[config.mk]
export PLATFORM = sky130hd
export DESIGN_NAME = nine_bit_filter
export DESIGN_NICKNAME = d
export VERILOG_FILES = /design/src/rtl/nbm_pkg.sv /design/src/rtl/nbm_addr_match.sv /design/src/rtl/nbm_sel_tracker.sv /design/src/rtl/nbm_out_stage.sv /design/src/rtl/nine_bit_filter.sv
export SDC_FILE = /design/constraint.sdc
export NUM_CORES = 1
export LEC_CHECK = 0
export ABC_AREA = 1
export BUFFER_PORTS_ARGS = -buffer_cell sky130_fd_sc_hd__buf_2
export CAP_MARGIN = 0
export CORE_MARGIN = 1.5
export CORE_UTILIZATION = 41
export CTS_BUF_LIST = sky130_fd_sc_hd__clkbuf_8
export DETAILED_ROUTE_END_ITERATION = 7
export GPL_ROUTABILITY_DRIVEN = 0
export PLACE_DENSITY = 0.81
export SLEW_MARGIN = 20
export SYNTH_ARGS = -nofsm -noshare
export SYNTH_HDL_FRONTEND = slang
export SYNTH_SLANG_ARGS = --single-unit
[constraint.sdc]
create_clock -name clk -period 1 [get_ports clk]
set_clock_uncertainty 0.05 [all_clocks]
set_input_delay 0.2 -clock clk [delete_from_list [all_inputs] [get_ports clk]]
set_output_delay 0.2 -clock clk [all_outputs]
set_load 0.03 [all_outputs]
[src/rtl/nbm_pkg.sv]
package nbm_pkg;

  // Disposition of one received character
  typedef enum logic [1:0] {
    ACT_DROP      = 2'd0,
    ACT_PASS_DATA = 2'd1,
    ACT_PASS_ADDR = 2'd2,
    ACT_BYPASS    = 2'd3
  } act_e;

  function automatic logic act_forwards(input act_e a);
    return a != ACT_DROP;
  endfunction

endpackage

[src/rtl/nbm_addr_match.sv]
module nbm_addr_match #(
  parameter int DATA_W = 8
) (
  input  logic              clk,
  input  logic              rst_n,
  input  logic [DATA_W-1:0] cfg_addr,
  input  logic [DATA_W-1:0] cfg_mask,
  input  logic [DATA_W-1:0] rx_data,
  output logic              given_hit,
  output logic              bcast_hit,
  output logic              any_hit
);

  logic [DATA_W-1:0] given_bit_ok;
  logic [DATA_W-1:0] bcast_bit_ok;
  logic [DATA_W-1:0] bcast_req;

  // bits that must read as 1 for a broadcast
  assign bcast_req = cfg_addr | cfg_mask;

  for (genvar i = 0; i < DATA_W; i++) begin : g_bit
    // masked-out bit, or equal to the station address bit
    assign given_bit_ok[i] = ~cfg_mask[i] | (rx_data[i] ~^ cfg_addr[i]);
    // not required, or received as 1
    assign bcast_bit_ok[i] = ~bcast_req[i] | rx_data[i];
  end

  assign given_hit = &given_bit_ok;
  assign bcast_hit = &bcast_bit_ok;
  assign any_hit   = given_hit | bcast_hit;

  AST_GIVEN_FULLMASK: assert property (@(posedge clk) disable iff (!rst_n)
    ((&cfg_mask) && given_hit) |-> (rx_data == cfg_addr));
  AST_BCAST_ONES: assert property (@(posedge clk) disable iff (!rst_n)
    ((&bcast_req) && bcast_hit) |-> (&rx_data));

endmodule

[src/rtl/nbm_sel_tracker.sv]
module nbm_sel_tracker
  import nbm_pkg::*;
(
  input  logic clk,
  input  logic rst_n,
  input  logic mode_en,
  input  logic rx_vld,
  input  logic rx_flag,
  input  logic addr_hit,
  output logic sel_q,
  output act_e act,
  output logic pass
);

  logic sel_d;

  always_comb begin
    act = ACT_DROP;
    if (rx_vld) begin
      if (!mode_en)     act = ACT_BYPASS;
      else if (rx_flag) act = addr_hit ? ACT_PASS_ADDR : ACT_DROP;
      else              act = sel_q ? ACT_PASS_DATA : ACT_DROP;
    end
  end

  assign pass = act_forwards(act);

  always_comb begin
    sel_d = sel_q;
    if (!mode_en)               sel_d = 1'b0;
    else if (rx_vld && rx_flag) sel_d = addr_hit;
  end

  always_ff @(posedge clk or negedge rst_n) begin
    if (!rst_n) sel_q <= 1'b0;
    else        sel_q <= sel_d;
  end

  AST_DATA_KEEPS_SEL: assert property (@(posedge clk) disable iff (!rst_n)
    (mode_en && rx_vld && !rx_flag) |=> (sel_q == $past(sel_q)));
  AST_OFF_CLEARS: assert property (@(posedge clk) disable iff (!rst_n)
    (!mode_en) |=> !sel_q);

endmodule

[src/rtl/nbm_out_stage.sv]
module nbm_out_stage #(
  parameter int CHAR_W = 9
) (
  input  logic              clk,
  input  logic              rst_n,
  input  logic              pass,
  input  logic [CHAR_W-1:0] in_char,
  output logic              out_vld,
  output logic [CHAR_W-1:0] out_char
);

  always_ff @(posedge clk or negedge rst_n) begin
    if (!rst_n) begin
      out_vld  <= 1'b0;
      out_char <= '0;
    end else begin
      out_vld <= pass;
      if (pass) out_char <= in_char;
    end
  end

endmodule

[src/rtl/nine_bit_filter.sv]
module nine_bit_filter
  import nbm_pkg::*;
#(
  parameter int DATA_W = 8
) (
  input  logic              clk,
  input  logic              rst_n,
  input  logic              mode_en,
  input  logic [DATA_W-1:0] cfg_addr,
  input  logic [DATA_W-1:0] cfg_mask,
  input  logic              rx_vld,
  input  logic [DATA_W:0]   rx_char,
  output logic              fwd_vld,
  output logic [DATA_W:0]   fwd_char
);

  localparam int CHAR_W = DATA_W + 1;
  localparam int FLAG_B = DATA_W;

  logic rx_flag;
  logic given_hit, bcast_hit, any_hit;
  logic sel_q, pass;
  act_e act;

  assign rx_flag = rx_char[FLAG_B];

  nbm_addr_match #(.DATA_W(DATA_W)) u_match (
    .clk      (clk),
    .rst_n    (rst_n),
    .cfg_addr (cfg_addr),
    .cfg_mask (cfg_mask),
    .rx_data  (rx_char[DATA_W-1:0]),
    .given_hit(given_hit),
    .bcast_hit(bcast_hit),
    .any_hit  (any_hit)
  );

  nbm_sel_tracker u_sel (
    .clk     (clk),
    .rst_n   (rst_n),
    .mode_en (mode_en),
    .rx_vld  (rx_vld),
    .rx_flag (rx_flag),
    .addr_hit(any_hit),
    .sel_q   (sel_q),
    .act     (act),
    .pass    (pass)
  );

  nbm_out_stage #(.CHAR_W(CHAR_W)) u_out (
    .clk     (clk),
    .rst_n   (rst_n),
    .pass    (pass),
    .in_char (rx_char),
    .out_vld (fwd_vld),
    .out_char(fwd_char)
  );

  AST_IDLE_QUIET: assert property (@(posedge clk) disable iff (!rst_n)
    !rx_vld |=> !fwd_vld);
  AST_BYPASS_ALL: assert property (@(posedge clk) disable iff (!rst_n)
    (rx_vld && !mode_en) |=> (fwd_vld && fwd_char == $past(rx_char)));
  AST_DATA_DROP: assert property (@(posedge clk) disable iff (!rst_n)
    (mode_en && rx_vld && !rx_flag && !sel_q) |=> !fwd_vld);
  AST_ADDR_SEL: assert property (@(posedge clk) disable iff (!rst_n)
    (mode_en && rx_vld && rx_flag) |=> (sel_q == $past(given_hit || bcast_hit)));
  AST_ADDR_FWD: assert property (@(posedge clk) disable iff (!rst_n)
    (mode_en && rx_vld && rx_flag && !any_hit) |=> !fwd_vld);

endmodule

# Word-level counts from Yosys, hierarchy flattened
# Cells that the tools add are included.
# op_classes
n_eq_ne,1
n_mux,7
bitwise,42
reduce_logical,4
# op_table
operator,count
$or A1 B1 Y1,17
$not A1 Y1,16
$reduce_and A8 Y1,2
$mux W2,4
$or A8 B8 Y8,1
$xnor A1 B1 Y1,8
$mux W1,3
$ne A2 B1 Y1 const B,1
$reduce_bool A2 Y1,1
$logic_and A1 B1 Y1,1
# totals
word_cells,57
out_inout_bits,10
reg_bits,11
input_bits,29

# Depth between registers and ports, before layout
# Gate-level depths: netlist of run 1.
# logic_depth
word_depth,10
ltp_mapped,11
ltp_nobuf,11

# By module
# Synthesis of run 1 repeated with hierarchy kept, for this count alone.
# hier_totals
hier_cells,119
hier_area_um2,726.9
# modules_own_cells
mod,seq_area_each_um2,cells_per_inst,n_inst,area_each_um2
nbm_out_stage,250.2,39,1,366.6
nbm_addr_match,0.0,64,1,274.0
nbm_sel_tracker,25.0,16,1,86.3

# Least setup slack after synthesis of run 1
# OpenSTA, ideal clock, no wires.
# synth_timing
path_type,input-to-reg
from,in cfg_addr[6]
to,reg u_out.out_char[0]
arrival_time_ns,0.908
path_buffers,1
t_required_ns,0.833
stages,9
setup_ns,0.117
slack_ns,-0.075
path_cell_list,o21ai_0 -> nand2_1 -> nor2_1 -> nand2_1 -> nand2_1 -> nand2_2 -> buf_6 -> nand3_1 -> nand2_1
# synth_between
elab_chain_len,10
word_cells_on_any_way,13
classes_between,4 x mux; 6 x bitwise; 3 x reduce/logical
# synth_lines
element,line_no,text
start: declaration,nine_bit_filter.sv:9,"input logic [DATA_W-1:0] cfg_addr,"
$or A8 B8 Y8,nbm_addr_match.sv:19,assign bcast_req = cfg_addr | cfg_mask;
$not A1 Y1,nbm_addr_match.sv:25,assign bcast_bit_ok[i] = ~bcast_req[i] | rx_data[i];
$or A1 B1 Y1,nbm_addr_match.sv:25,
$reduce_and A8 Y1,nbm_addr_match.sv:29,assign bcast_hit = &bcast_bit_ok;
$or A1 B1 Y1 *,nbm_addr_match.sv:30,assign any_hit = given_hit | bcast_hit;
$mux W2 * (2 in a row),nbm_sel_tracker.sv:21,else if (rx_flag) act = addr_hit ? ACT_PASS_ADDR : ACT_DROP;
$mux W2 *,nbm_sel_tracker.sv:20,if (!mode_en) act = ACT_BYPASS;
$mux W2 *,nbm_sel_tracker.sv:19,if (rx_vld) begin
$reduce_bool A2 Y1 *,nbm_pkg.sv:12,return a != ACT_DROP;
end signal: assignment,nbm_out_stage.sv:18,if (pass) out_char <= in_char;
end: declaration,nbm_out_stage.sv:9,output logic [CHAR_W-1:0] out_char
# Mark *: on every way between the ends. The rest lies on a longest branch, timed or not.
# A chain may end at the register's enable or synchronous reset.

# Worst setup path after layout of run 1
# layout_timing
from,in rx_char[0]
to,reg u_out.out_char[5]
# layout_between
elab_chain_len,9
word_cells_on_any_way,11
classes_between,4 x mux; 4 x bitwise; 3 x reduce/logical
# layout_lines
element,line_no,text
start: declaration,nine_bit_filter.sv:12,"input logic [DATA_W:0] rx_char,"
$xnor A1 B1 Y1,nbm_addr_match.sv:23,assign given_bit_ok[i] = ~cfg_mask[i] | (rx_data[i] ~^ cfg_addr[i]);
$or A1 B1 Y1,nbm_addr_match.sv:23,
$reduce_and A8 Y1,nbm_addr_match.sv:28,assign given_hit = &given_bit_ok;
$or A1 B1 Y1 *,nbm_addr_match.sv:30,
$mux W2 * (2 in a row),nbm_sel_tracker.sv:21,
$mux W2 *,nbm_sel_tracker.sv:20,
$mux W2 *,nbm_sel_tracker.sv:19,
$reduce_bool A2 Y1 *,nbm_pkg.sv:12,
# Marked as above.

==> flow_summary.toml, run 1 <==
[final_layout]
final_cell_mix = "nand2_1, buf_6, buf_4, nand2_2, buf_2"
nets = 202
synthToLayoutAreaGrowth_pct = 107
seqCellArea_um2 = 275
layout_commonest_cell = "nand2_1"
diodes = 0
multi_input_area_um2 = 531
drive_gt1_share_pct = 66.9
final_area_um2 = 1470
fillers = 46

[placed_design]
io_buffer_count = 38
placed_area_um2 = 1070
hpwl_mm = 1.42

[timing]
finalMaxSlewViolations = 0
worstMarginPinSlew_ns = 0.265
rsz0062_at_grt = "yes"
finalHoldViolCount = 0
fin_ws_ns = -0.297
post-route-period-util_pct = 130
setup_tns_ns = -3.21
fmax_ghz = 0.771
relSlewSlack_pct = 82.3
setup_viol = 21
fin_crit_ns = 1.30

[pwr]
p_int_mw = 1.14
vdd_drop_max_uv = 791
clkPwrFrac_pct = 25.0
p_sw_share_pct = 37.3
p_sw_mw = 0.676
power.density_nw_per_um2 = 1240
leakage_nw = 0.817
seq_power_share_pct = 30.4
pwr-share-comb_pct = 44.6

[drt]
wl_per_cell_um = 19.8
post_drt_via_cell_ratio = 5.96
wl_mm = 3.72
route.detailed.drc = 8
vias = 1120
ant_nets = 0
firstDrtPassIters = 7
drtIter0Drc = 55

[synthesis]
ys_warn_count = 0
synthCells = 111
avgSynthCellArea_um2 = 6.40
ys_ff_latch = 11
yosys.cell_types.count = 11
ys_seq_area_share_pct = 38.7
syn_nets = 140
syn_area_um2 = 711

[clocking]
clock-sinks = 11
cts_buffer_depth = 2
clk_pin_slew_ns = 0.05
cts_tree = "yes"
cts.htree.levels = 1
numCtsBuffers = 3
cts_root_buf = "clkbuf_8"
clock_latency_ns = 0.24

[worst_hold_path]
hp-start = "rx_char[4]"
hp-class = "in2reg"

[global_routing]
grt_pass1_vias = 888
track_usage_pct = 24.0
grt_overflow = 0
grt_max_degree = 12
antenna_found_initial = 0
grt_first_pass_wirelength_mm = 3.52

[critical_path]
cp_max_fo = 6
cp-startpoint = "rx_char[0]"
worstReg2RegStart = "u_sel.sel_q"
criticalPathCategory = "in2reg"
critical_path_required_ns = 1.13
critical_path_arrival_ns = 1.43
cp-start-kind = "primary input"
crit_path_end_kind = "register"

[floorplan]
ios = 39
die_x_um = 44.6
floorplan.initialDensity_pct = 45.6
fp.dieArea_um2 = 1990
coreArea_um2 = 1560
std_cell_rows = 14
die_h_um = 44.6

[outcome]
outcome = "finished, violations left"
violations = "design-rule violations, negative setup slack"

[run]
drv_cap = 0
metrics by stage:
step	setup slack [ns]	utilization, %	instances	hold slack [ns]	total power, mW
2_1_floorplan	-0.0464	-	111	-0.146	0.830
6_report	-0.297	94.1	188	0.198	1.82
3_3_place_gp	-0.371	68.8	172	0.0196	1.03
5_1_grt	-0.324	94.1	188	0.206	1.87
4_1_cts	-0.0389	81.1	185	0.188	1.63
3_5_place_dp	-0.441	68.8	172	0.0270	1.04
worst max-delay path: stages:
cell and delay [ns]:
buf_6 0.10, inv_2 0.06, nand2_1 0.07, nand3_1 0.10, nand2_1 0.09, nor2_1 0.19, nand2_1 0.11, nand2_2 0.15
nand2_4 0.11, nand2_4 0.13, nand2_1 0.07, nand2_1 0.06
worst paths after layout:
check,to,slack (ns),cells past startpoint
max,u_out.out_char[5],-0.30,12
min,u_out.out_char[4],0.20,3
max reg2reg,u_out.out_char[6],-0.10,5
min reg2reg,u_out.out_char[8],0.50,2
max in group asynchronous,u_out.out_char[0],0.38,2
min in group asynchronous,u_out.out_char[5],0.31,2
routing by layer:
layer / wire length (um) / vias to the layer above / GRT usage, % / part of all wire (%)
met5: 0 / - / 0 / 0
met4: 223 / 0 / 5.45 / 6.0
met3: 352 / 34 / 3.67 / 9.5
met2: 1930 / 97 / 45.8 / 52
met1: 1220 / 519 / 27.4 / 33
li1: - / 470 / - / -
cells in the mapped netlist, drive strengths merged:
cell type  number  share of area (%)
nand2          50                 28
nor2            4                2.1
buf             1                1.6
o21ai           9                6.3
a21boi          1                1.6
nand3          17                 12
dfrtp          11                 39
inv            18                9.5
state kept, by name, indices dropped and copies added (netlist names):
register and cells:
u_out.out_char 9, u_sel.sel_q 1, u_out.out_vld 1
power groups by stage:
stage                     clock network (mW)  registers (mW)  logic (mW)
after global placement                     0           0.541       0.489
after CTS                              0.447           0.543       0.639
final                                  0.454           0.552       0.809
after global routing                   0.477           0.554       0.841
after floorplan                            0           0.659       0.171
after detailed placement                   0           0.541       0.504
layout make-up:
class	instances	share of cell area (%)
Multi-Input combinational cell	84	36.1
Tap cell	16	1.36
Clock inverter	1	0.256
Timing Repair Buffer	55	32.1
Inverter	18	8.61
Sequential cell	11	18.8
Clock buffer	3	2.81
cells by family after synthesis:
family | Yosys count | synth area share, %
AND/OR/NAND/NOR | 71 | 42.3
buffers and inverters | 19 | 11.1
flip-flops | 11 | 38.7
AO/OA/AOI/OAI | 10 | 7.92
repair_timing:
item,4_1_cts,5_1_grt
endpoints found under the setup margin,21,21
pin swaps,3,17
hold buffers,1,0
gates cloned,3,0
gates resized for setup,26,63
setup buffers,5,3
endpoints found under the hold margin,11,0
No activity file was read; power rests on OpenSTA's default activity.
==> run 2: changes to the inputs <==
ABC_AREA = default   (was 1)
CORE_ASPECT_RATIO = 0.7   (was default)
CORE_UTILIZATION = 45   (was 41)
==> run 2 against run 1 <==
The flow still finishes with violations (design-rule violations, negative setup slack); first-iteration DRC count decreased by 13%; hold slack improved by 0.021 ns; wire length shrank 6.0%; power increased by 15%; critical path depth decreased by 6.
==> flow_summary.toml, run 2 <==
[timing]
worstMarginPinSlew_ns = 0.575
fin_crit_ns = 1.42
rsz0062_at_grt = "yes"
relSlewSlack_pct = 61.7
finalHoldViolCount = 0
fin_ws_ns = -0.415
post-route-period-util_pct = 142
setup_viol = 21
fmax_ghz = 0.707
finalMaxSlewViolations = 0

[synthesis]
yosys.cell_types.count = 26
synth_xor_area_share_pct = 7.30
async_reset_ff_share_pct = 100
ys_ff_latch = 11
synth_common_cells = "and3_1, dfrtp_1, nand3_1"
synth_top_family_by_area = "simple AND/OR/NAND/NOR gates"
syn_area_um2 = 960
synth_edf_count = 0
synth.most_common_cell = "and3_1"
synth_fa_ha_area_share_pct = 0
ys_seq_area_share_pct = 28.7
synth.top_cells.by_area = "dfrtp_1, a221oi_2, and3_1, xor2_1, nand4_1"
ys_warn_count = 0
synthFlopType = "dfrtp_1"
synth.area.mux_share_pct = 0
syn_nets = 131
yosys.area.top_type_share_pct = 28.7
yosys.area.top_type = "dfrtp_1"
synthCells = 102
avgSynthCellArea_um2 = 9.41
synth_compound_area_share_pct = 25.7
synthSimpleGateAreaFrac_pct = 33.8

[final_layout]
diodes = 0
largest_register_ffs = 9
regMostFlops = "u_out.out_char"
top_regs = "u_out.out_char x9, u_out.out_vld x1, u_sel.sel_q x1"
nets = 203
synthToLayoutAreaGrowth_pct = 68.8
layout_commonest_cell = "buf_4"
final_cell_mix = "buf_4, buf_2, buf_6, dfrtp_1, and3_1"
fin_cells = 195
drive_gt1_share_pct = 59.0

[critical_path]
cp-startpoint = "u_sel.sel_q"
crit_path_end_kind = "register"
cp_num_cells = 6
critical_path_arrival_ns = 1.48
r2r_slack_ns = -0.42
crit_family = "simple AND/OR/NAND/NOR gates"
critPathMaxStageDelay_ns = 0.36
slowest_stage = "dfrtp_1"
critical_path_required_ns = 1.07
timing.rr.end = "u_out.out_char[6]"
criticalPathCategory = "reg2reg"
cp-start-kind = "register"
crit_chain = "nor2b_4, o21ai_4, buf_6, and3_1, a221oi_2, nand3_1"
worstRegToRegCells = 6
path_buf_inv = 1
worstReg2RegStart = "u_sel.sel_q"
crit_end = "u_out.out_char[6]"
cp_max_fo = 7

[global_routing]
grt_overflow = 0
track_usage_pct = 28.7
grt_first_pass_wirelength_mm = 5.22
grt_pass1_vias = 1171
grt_max_degree = 12
antenna_found_initial = 0

[clocking]
cts_root_buf = "clkbuf_8"
clk_pin_slew_ns = 0.06
clock_latency_ns = 0.25
cts_tree = "yes"
clock-sinks = 11
numCtsBuffers = 3
cts.htree.levels = 1
cts_buffer_depth = 2

[floorplan]
coreArea_um2 = 1940
ios = 39
fp.dieArea_um2 = 2420
die_x_um = 58.2
floorplan.initialDensity_pct = 49.6
std_cell_rows = 13
die_h_um = 41.6

[pwr]
p_total_mw = 2.10
vdd_drop_max_uv = 1430
pwr-share-comb_pct = 48.1
seq_power_share_pct = 29.0
leakage_nw = 0.803
clkPwrFrac_pct = 22.9
p_int_mw = 1.31
p_sw_mw = 0.786
power.density_nw_per_um2 = 1290
p_sw_share_pct = 37.5

[drt]
vias = 1172
route.detailed.drc = 2
drtIter0Drc = 48
wl_mm = 3.50
wl_per_cell_um = 17.9
firstDrtPassIters = 6
ant_nets = 0
post_drt_via_cell_ratio = 6.01

[run]
drv_cap = 0

[placed_design]
hpwl_mm = 2.35
dp_slack_ns = -0.577
io_buffer_count = 38
dp.cells = 185

[worst_hold_path]
hp-class = "in2reg"
hp-start = "mode_en"

[outcome]
outcome = "finished, violations left"
violations = "design-rule violations, negative setup slack"
run 2: changes by cell type in the layout (fill, tap and decap cells not counted), sizes merged, moves of 9 or more:
cell | before | now
inv | 19 | 2
nand4 | 0 | 9
and3 | 0 | 16
nand2 | 53 | 6
buf | 54 | 72
run 2: final cells by class:
type / instances / area (um2)
Multi-Input combinational cell: 84 / 722
Timing Repair Buffer: 73 / 547
Fill cell: 112 / 315
Sequential cell: 11 / 275
Clock buffer: 3 / 41.3
Tap cell: 22 / 27.5
Clock inverter: 1 / 3.75
Inverter: 1 / 3.75
run 2: how the worst min path moves through the flow:
stage,end,slack (ns),cells past startpoint
floorplan,u_out.out_char[0],-0.15,0
global placement,u_out.out_char[4],0.04,1
detailed placement,u_out.out_char[4],0.05,1
CTS,u_sel.sel_q,0.18,3
global route,u_out.out_char[3],0.24,4
finish,u_sel.sel_q,0.22,3
run 2: layer usage:
layer | global-route usage (%) | wire (um) | vias to the layer above
li1 | - | - | 538
met1 | 31.3 | 1400 | 556
met2 | 51.8 | 1710 | 63
met3 | 7.48 | 259 | 15
met4 | 12.6 | 133 | 0
met5 | 0 | 0 | -
run 2: per-stage QoR:
| stage | cell area (um2) | hold slack (ns) | TNS (ns) | util [%] |
|---|---|---|---|---|
| floorplan | 980 | -0.146 | -2.40 | - |
| global placement | 1370 | 0.0360 | -4.63 | 70.6 |
| detailed placement | 1370 | 0.0460 | -5.15 | 70.6 |
| CTS | 1540 | 0.183 | -3.71 | 79.4 |
| global route | 1620 | 0.244 | -5.07 | 83.7 |
| finish | 1620 | 0.219 | -4.22 | 83.7 |
run 2: repair_timing:
| action | CTS | global route |
|---|---|---|
| setup endpoints to repair | 21 | 21 |
| hold buffers | 1 | 0 |
| endpoints found under the hold margin | 11 | 0 |
| pin swaps | 5 | 5 |
| resized for setup | 27 | 11 |
| setup buffers | 3 | 2 |
run 2: logic make-up (layout without fill, tap and decap cells):
group,after synthesis,after routing
AO/OA/AOI/OAI,24,24
XOR/XNOR,8,8
flip-flops,11,11
buffers and inverters,7,78
AND/OR/NAND/NOR,52,52
run 2: power groups by stage:
stage               sequential (mW)  combinational (mW)  clock [mW]
floorplan                     0.737               0.326           0
global placement              0.580               0.760           0
detailed placement            0.590               0.788           0
CTS                           0.602               0.921       0.485
global route                  0.617                1.07       0.508
finish                        0.608                1.01       0.480
run 2: tightest hold or removal path: cells and delay by family:
kind | cells | cell delay [ns]
AOI/OAI and AO/OA | 1 | 0.11
buffers and inverters | 2 | 0.17
